`config.mk`:
```
export PLATFORM = sky130hd
export DESIGN_NAME = irq_edge_ctrl
export DESIGN_NICKNAME = d
export VERILOG_FILES = /design/src/rtl/irq_edge_ctrl.sv
export SDC_FILE = /design/constraint.sdc
export NUM_CORES = 1
export LEC_CHECK = 0
export ABC_AREA = 1
export CAP_MARGIN = 15
export CELL_PAD_IN_SITES_DETAIL_PLACEMENT = 1
export CELL_PAD_IN_SITES_GLOBAL_PLACEMENT = 1
export CORE_ASPECT_RATIO = 1.2
export CORE_MARGIN = 2
export CORE_UTILIZATION = 35
export CTS_CLUSTER_SIZE = 30
export DETAILED_ROUTE_END_ITERATION = 16
export GPL_TIMING_DRIVEN = 0
export PLACE_DENSITY_LB_ADDON = 0.15
export SETUP_SLACK_MARGIN = 0.1
export SLEW_MARGIN = 20
export SYNTH_ARGS = -nofsm -noshare
export SYNTH_HDL_FRONTEND = slang
export SYNTH_SLANG_ARGS = --single-unit
export TNS_END_PERCENT = 50
```
`constraint.sdc`:
```
create_clock -name clk -period 1.7 [get_ports clk]
set_input_delay 0.255 -clock clk [delete_from_list [all_inputs] [get_ports clk]]
set_output_delay 0.255 -clock clk [all_outputs]
set_load 0.02 [all_outputs]
```
`src/rtl/irq_edge_ctrl.sv`:
```
module irq_edge_ctrl #(
  parameter int AW     = 8,
  parameter int SYNC   = 2,
  parameter int A_REQ  = 'h10,
  parameter int A_EN   = 'h11,
  parameter int A_POL  = 'h12,
  parameter int A_SEL  = 'h13
) (
  input  logic          clk,
  input  logic          rst_n,
  input  logic [2:0]    pin_i,
  input  logic          tmr1_evt_i,
  input  logic          sio2_evt_i,
  input  logic          key_evt_i,
  input  logic          cnv_key_i,
  input  logic          cnv_done_i,
  input  logic          cpu_idis_i,
  input  logic          ack_i,
  input  logic [2:0]    ack_id_i,
  input  logic [AW-1:0] bus_addr_i,
  input  logic          bus_we_i,
  input  logic [7:0]    bus_wdata_i,
  output logic [7:0]    bus_rdata_o,
  output logic          irq_o
);
  localparam int NSRC = 7;
  localparam int NPIN = 3;

  logic [SYNC*NPIN-1:0] sync_q;
  logic [NPIN-1:0] pin_s, lvl, lvl_q, pin_ev, pol_q;
  logic            sel_q, cnv_mux, cnv_q, cnv_rise;
  logic [NSRC-1:0] req_q, en_q, set_v, clr_v, ack_v;
  logic            hit_req, hit_en, hit_pol, hit_sel;

  assign hit_req = bus_addr_i == AW'(A_REQ);
  assign hit_en  = bus_addr_i == AW'(A_EN);
  assign hit_pol = bus_addr_i == AW'(A_POL);
  assign hit_sel = bus_addr_i == AW'(A_SEL);

  // active edge always appears as a rise of lvl
  assign pin_s  = sync_q[SYNC*NPIN-1 -: NPIN];
  assign lvl    = pin_s ~^ pol_q;
  assign pin_ev = lvl & ~lvl_q;

  assign cnv_mux  = sel_q ? cnv_done_i : cnv_key_i;
  assign cnv_rise = cnv_mux & ~cnv_q;

  assign set_v = {cnv_rise, key_evt_i, sio2_evt_i, pin_ev[2],
                  tmr1_evt_i, pin_ev[1], pin_ev[0]};
  assign ack_v = ack_i ? (NSRC'(1) << ack_id_i) : '0;
  assign clr_v = ((bus_we_i && hit_req) ? ~bus_wdata_i[NSRC-1:0] : '0) | ack_v;

  always_ff @(posedge clk) begin
    if (!rst_n) begin
      sync_q <= '0;
      lvl_q  <= '1;
      cnv_q  <= 1'b0;
      pol_q  <= '0;
      sel_q  <= 1'b0;
      req_q  <= '0;
      en_q   <= '0;
    end else begin
      sync_q <= {sync_q[(SYNC-1)*NPIN-1:0], pin_i};
      lvl_q  <= lvl;
      cnv_q  <= cnv_mux;
      req_q  <= (req_q & ~clr_v) | set_v;
      if (bus_we_i && hit_en)  en_q  <= bus_wdata_i[NSRC-1:0];
      if (bus_we_i && hit_pol) pol_q <= bus_wdata_i[NPIN-1:0];
      if (bus_we_i && hit_sel) sel_q <= bus_wdata_i[6];
    end
  end

  always_comb begin
    bus_rdata_o = 8'h00;
    if (hit_req)      bus_rdata_o = {1'b0, req_q};
    else if (hit_en)  bus_rdata_o = {1'b0, en_q};
    else if (hit_pol) bus_rdata_o = {5'b0, pol_q};
    else if (hit_sel) bus_rdata_o = {1'b0, sel_q, 6'b0};
  end

  assign irq_o = (|(req_q & en_q)) & ~cpu_idis_i;
endmodule

```
==> results of run 1 <==
-- per-layer routing --
layer | global-route usage | wire, µm | up-vias
met3 | 0.0393 | 151 | 2
met5 | 0 | 0 | -
li1 | - | - | 757
met4 | 0.0370 | 27 | 0
met1 | 0.212 | 1780 | 709
met2 | 0.405 | 2270 | 31
-- critical path: stages --
cell and delay, ns:
clkdlybuf4s15_1 0.20, nor2_1 0.10, nand2_1 0.09, nor2_4 0.14
buf_8 0.16, nand2_2 0.05, o211ai_1 0.10, buf_4 0.18
-- flip-flops by register name, indices dropped and copies added (netlist names) --
register / cells
cnv_q: 1
sel_q: 1
pol_q: 3
sync_q: 6
en_q: 7
lvl_q: 3
req_q: 7
-- per-stage QoR --
step           utilization  hold slack, ns
2_1_floorplan            -           0.353
3_3_place_gp         0.477           0.393
3_5_place_dp         0.477           0.404
4_1_cts              0.515           0.226
5_1_grt              0.524           0.238
6_report             0.524           0.225
-- cells by family (layout without fill, tap and decap cells) --
family                    Yosys count  in the layout  share of synthesized area
and+or+nand+nor                   100            100                      0.313
buffers and inverters              54            104                      0.162
AOI/OAI and AO/OA                  29             29                      0.116
DFF                                28             28                      0.388
xor gates and xnor gates            3              3                     0.0182
other                               1              1                    0.00260
-- Yosys cell counts, types with 4 or more instances --
library cell,instances,area share
dfxtp_1,28,0.39
buf_4,4,0.021
o211ai_1,4,0.021
inv_2,5,0.013
nand3_1,13,0.045
o22ai_1,5,0.022
nand2_1,48,0.12
inv_1,41,0.11
a21oi_1,15,0.052
nand4_1,4,0.017
nor2_1,23,0.060
-- final timing paths --
kind	to	slack, ns
worst min register to register	req_q[6]	0.42
worst max register to register	req_q[0]	0.64
worst max-delay path	bus_rdata_o[2]	0.17
worst min-delay path	sel_q	0.23
-- power groups by stage --
stage | clock network, mW | logic, mW | registers (mW)
CTS | 0.428 | 0.184 | 0.685
global route | 0.452 | 0.209 | 0.689
finish | 0.414 | 0.188 | 0.686
detailed placement | 0 | 0.179 | 0.700
global placement | 0 | 0.176 | 0.699
floorplan | 0 | 0.0798 | 0.697
-- repair_timing --
action / 4_1_cts / 5_1_grt
buffers inserted: 6 / 3
pin swaps: 9 / 8
gates resized for setup: 65 / 17
endpoints found under the hold margin: 0 / 0
endpoints found under the setup margin: 8 / 8
-- final cells by class --
cell class              instances  share of cell area
multi-input cells             133               0.347
flip-flops and latches         28               0.272
repair buffers                 46               0.199
inverters                      46              0.0873
plain buffers                   8              0.0352
well taps                      54              0.0327
clock buffers                   4              0.0267
==> out/qor.txt, run 1 <==
Vias: 1499
Share of layout cells above drive strength 1: 0.219
Pwr/cell area: 624 nW/µm²
Largest net degree at the start of global routing: 16
Final non-filler cell total: 319
Sw Ratio: 0.241
Relative slew slack: 0.646
CTS Hold Buffers Added: 0
Worst endpoint required time: 1.44 ns
Min cycle time layout: 1.53 ns
Placer Congestion: 0.825
CP arrival: 1.27 ns
Core ar.: 3940 µm²
VDD IR-drop max: 0.000345 V
TNS Setup: 0 ns
Reg-to-Reg Start: pol_q[0]
Deepest clock path buffer count: 2
Row count: 25
Final-stage net count: 298
Placed Area: 1880 µm²
DP HPWL: 3040 µm
First-pass GRT wire length: 7230 µm
Design area: 2060 µm²
Vias/cell: 4.70
Clk_skew: 0.0123 ns
Setup ws final: 0.170 ns
Final WL: 4230 µm
Routed len/inst: 13.3 µm
Cells after synthesis: 215
Clk network pwr share: 0.322
Placed Cells: 306
Filler Cell Count: 530
Period utilisation layout: 0.900
Seq cells post-synth: 28
GRT overflow: 0
Drt pass-1 iters: 4
GRT Total Usage: 0.198
CP Max Fanout: 7
Clock root buffer: clkbuf_8
Status: finished clean
Final hold vios: 0
Die width: 62.6 µm
TritonCTS clock tree: done
Comb power frac: 0.146
Worst-path clk slew: 0.10 ns
Sequential Power Share: 0.533
CP Class: in -> out
Crit end category: output port
CTS H-Tree Depth: 1
Number of synthesized flops with an enable pin: 0
Antenna-violating nets left: 0
Mapped Nets: 247
HP Start: rst_n
FF+latch area: 562 µm²
DRC errors left: 0
I/O Buffers: 37
Final setup violating endpoints: 0
Worst-Skew Late Latency: 0.28 ns
Max frequency: 654 MHz
Area taken by multi-input logic gates: 716 µm²
Place WS: -0.695 ns
TritonCTS Buffers: 3
Critical Path Start: bus_addr_i[3]
Unrepaired setup endpoints after global routing: no
Yosys cell types: 25
Asr flop ratio synth: 0
Initial Util: 0.366
Sink Count: 28
Die Area: 4660 µm²
PnR Total Power: 1.29 mW
Critical Path Source Type: input port
Switching power: 0.310 mW
Max Slew Vio Count: 0
Die Y: 74.4 µm
P_leak: 0.983 nW
Worst Tran Pin Value: 0.531 ns
Register area share after synthesis: 0.388
Mapped Area: 1440 µm²
Synth Flop Type: dfxtp_1
IO Pins: 41
Max Cap Viol: 0
Yosys warnings: 0
Commonest non-fill, non-tap cells in the layout: 43 x nand2_1, 41 x inv_1, 27 x dfxtp_1, 22 x nor2_1, 21 x clkdlybuf4s50_1
# diodes: 0
Number of antenna violations at the first check in global routing: 0
Cell depth of the worst hold path: 3
Area growth from synthesis to layout: 43.0%
Number of global-route vias before repair: 1599
Worst Reg-to-Reg Cells: 4
Drt initial violations: 23
Hold Path Class: in -> reg
Internal: 0.978 mW
Most common cell after layout, fill and taps aside: nand2_1
Avg Cell Area, Syn: 6.72 µm²
Power figures use the tool's default switching activity.
==> inputs of run 2 (changes only) <==
--- a/config.mk
+++ b/config.mk
@@ -17,7 +17,7 @@
 export GPL_TIMING_DRIVEN = 0
 export PLACE_DENSITY_LB_ADDON = 0.15
 export SETUP_SLACK_MARGIN = 0.1
-export SLEW_MARGIN = 20
+export SLEW_MARGIN = 10
 export SYNTH_ARGS = -nofsm -noshare
 export SYNTH_HDL_FRONTEND = slang
 export SYNTH_SLANG_ARGS = --single-unit
==> results of run 2 <==
No change in the layout: final DEF, timing and power equal those of run 1.
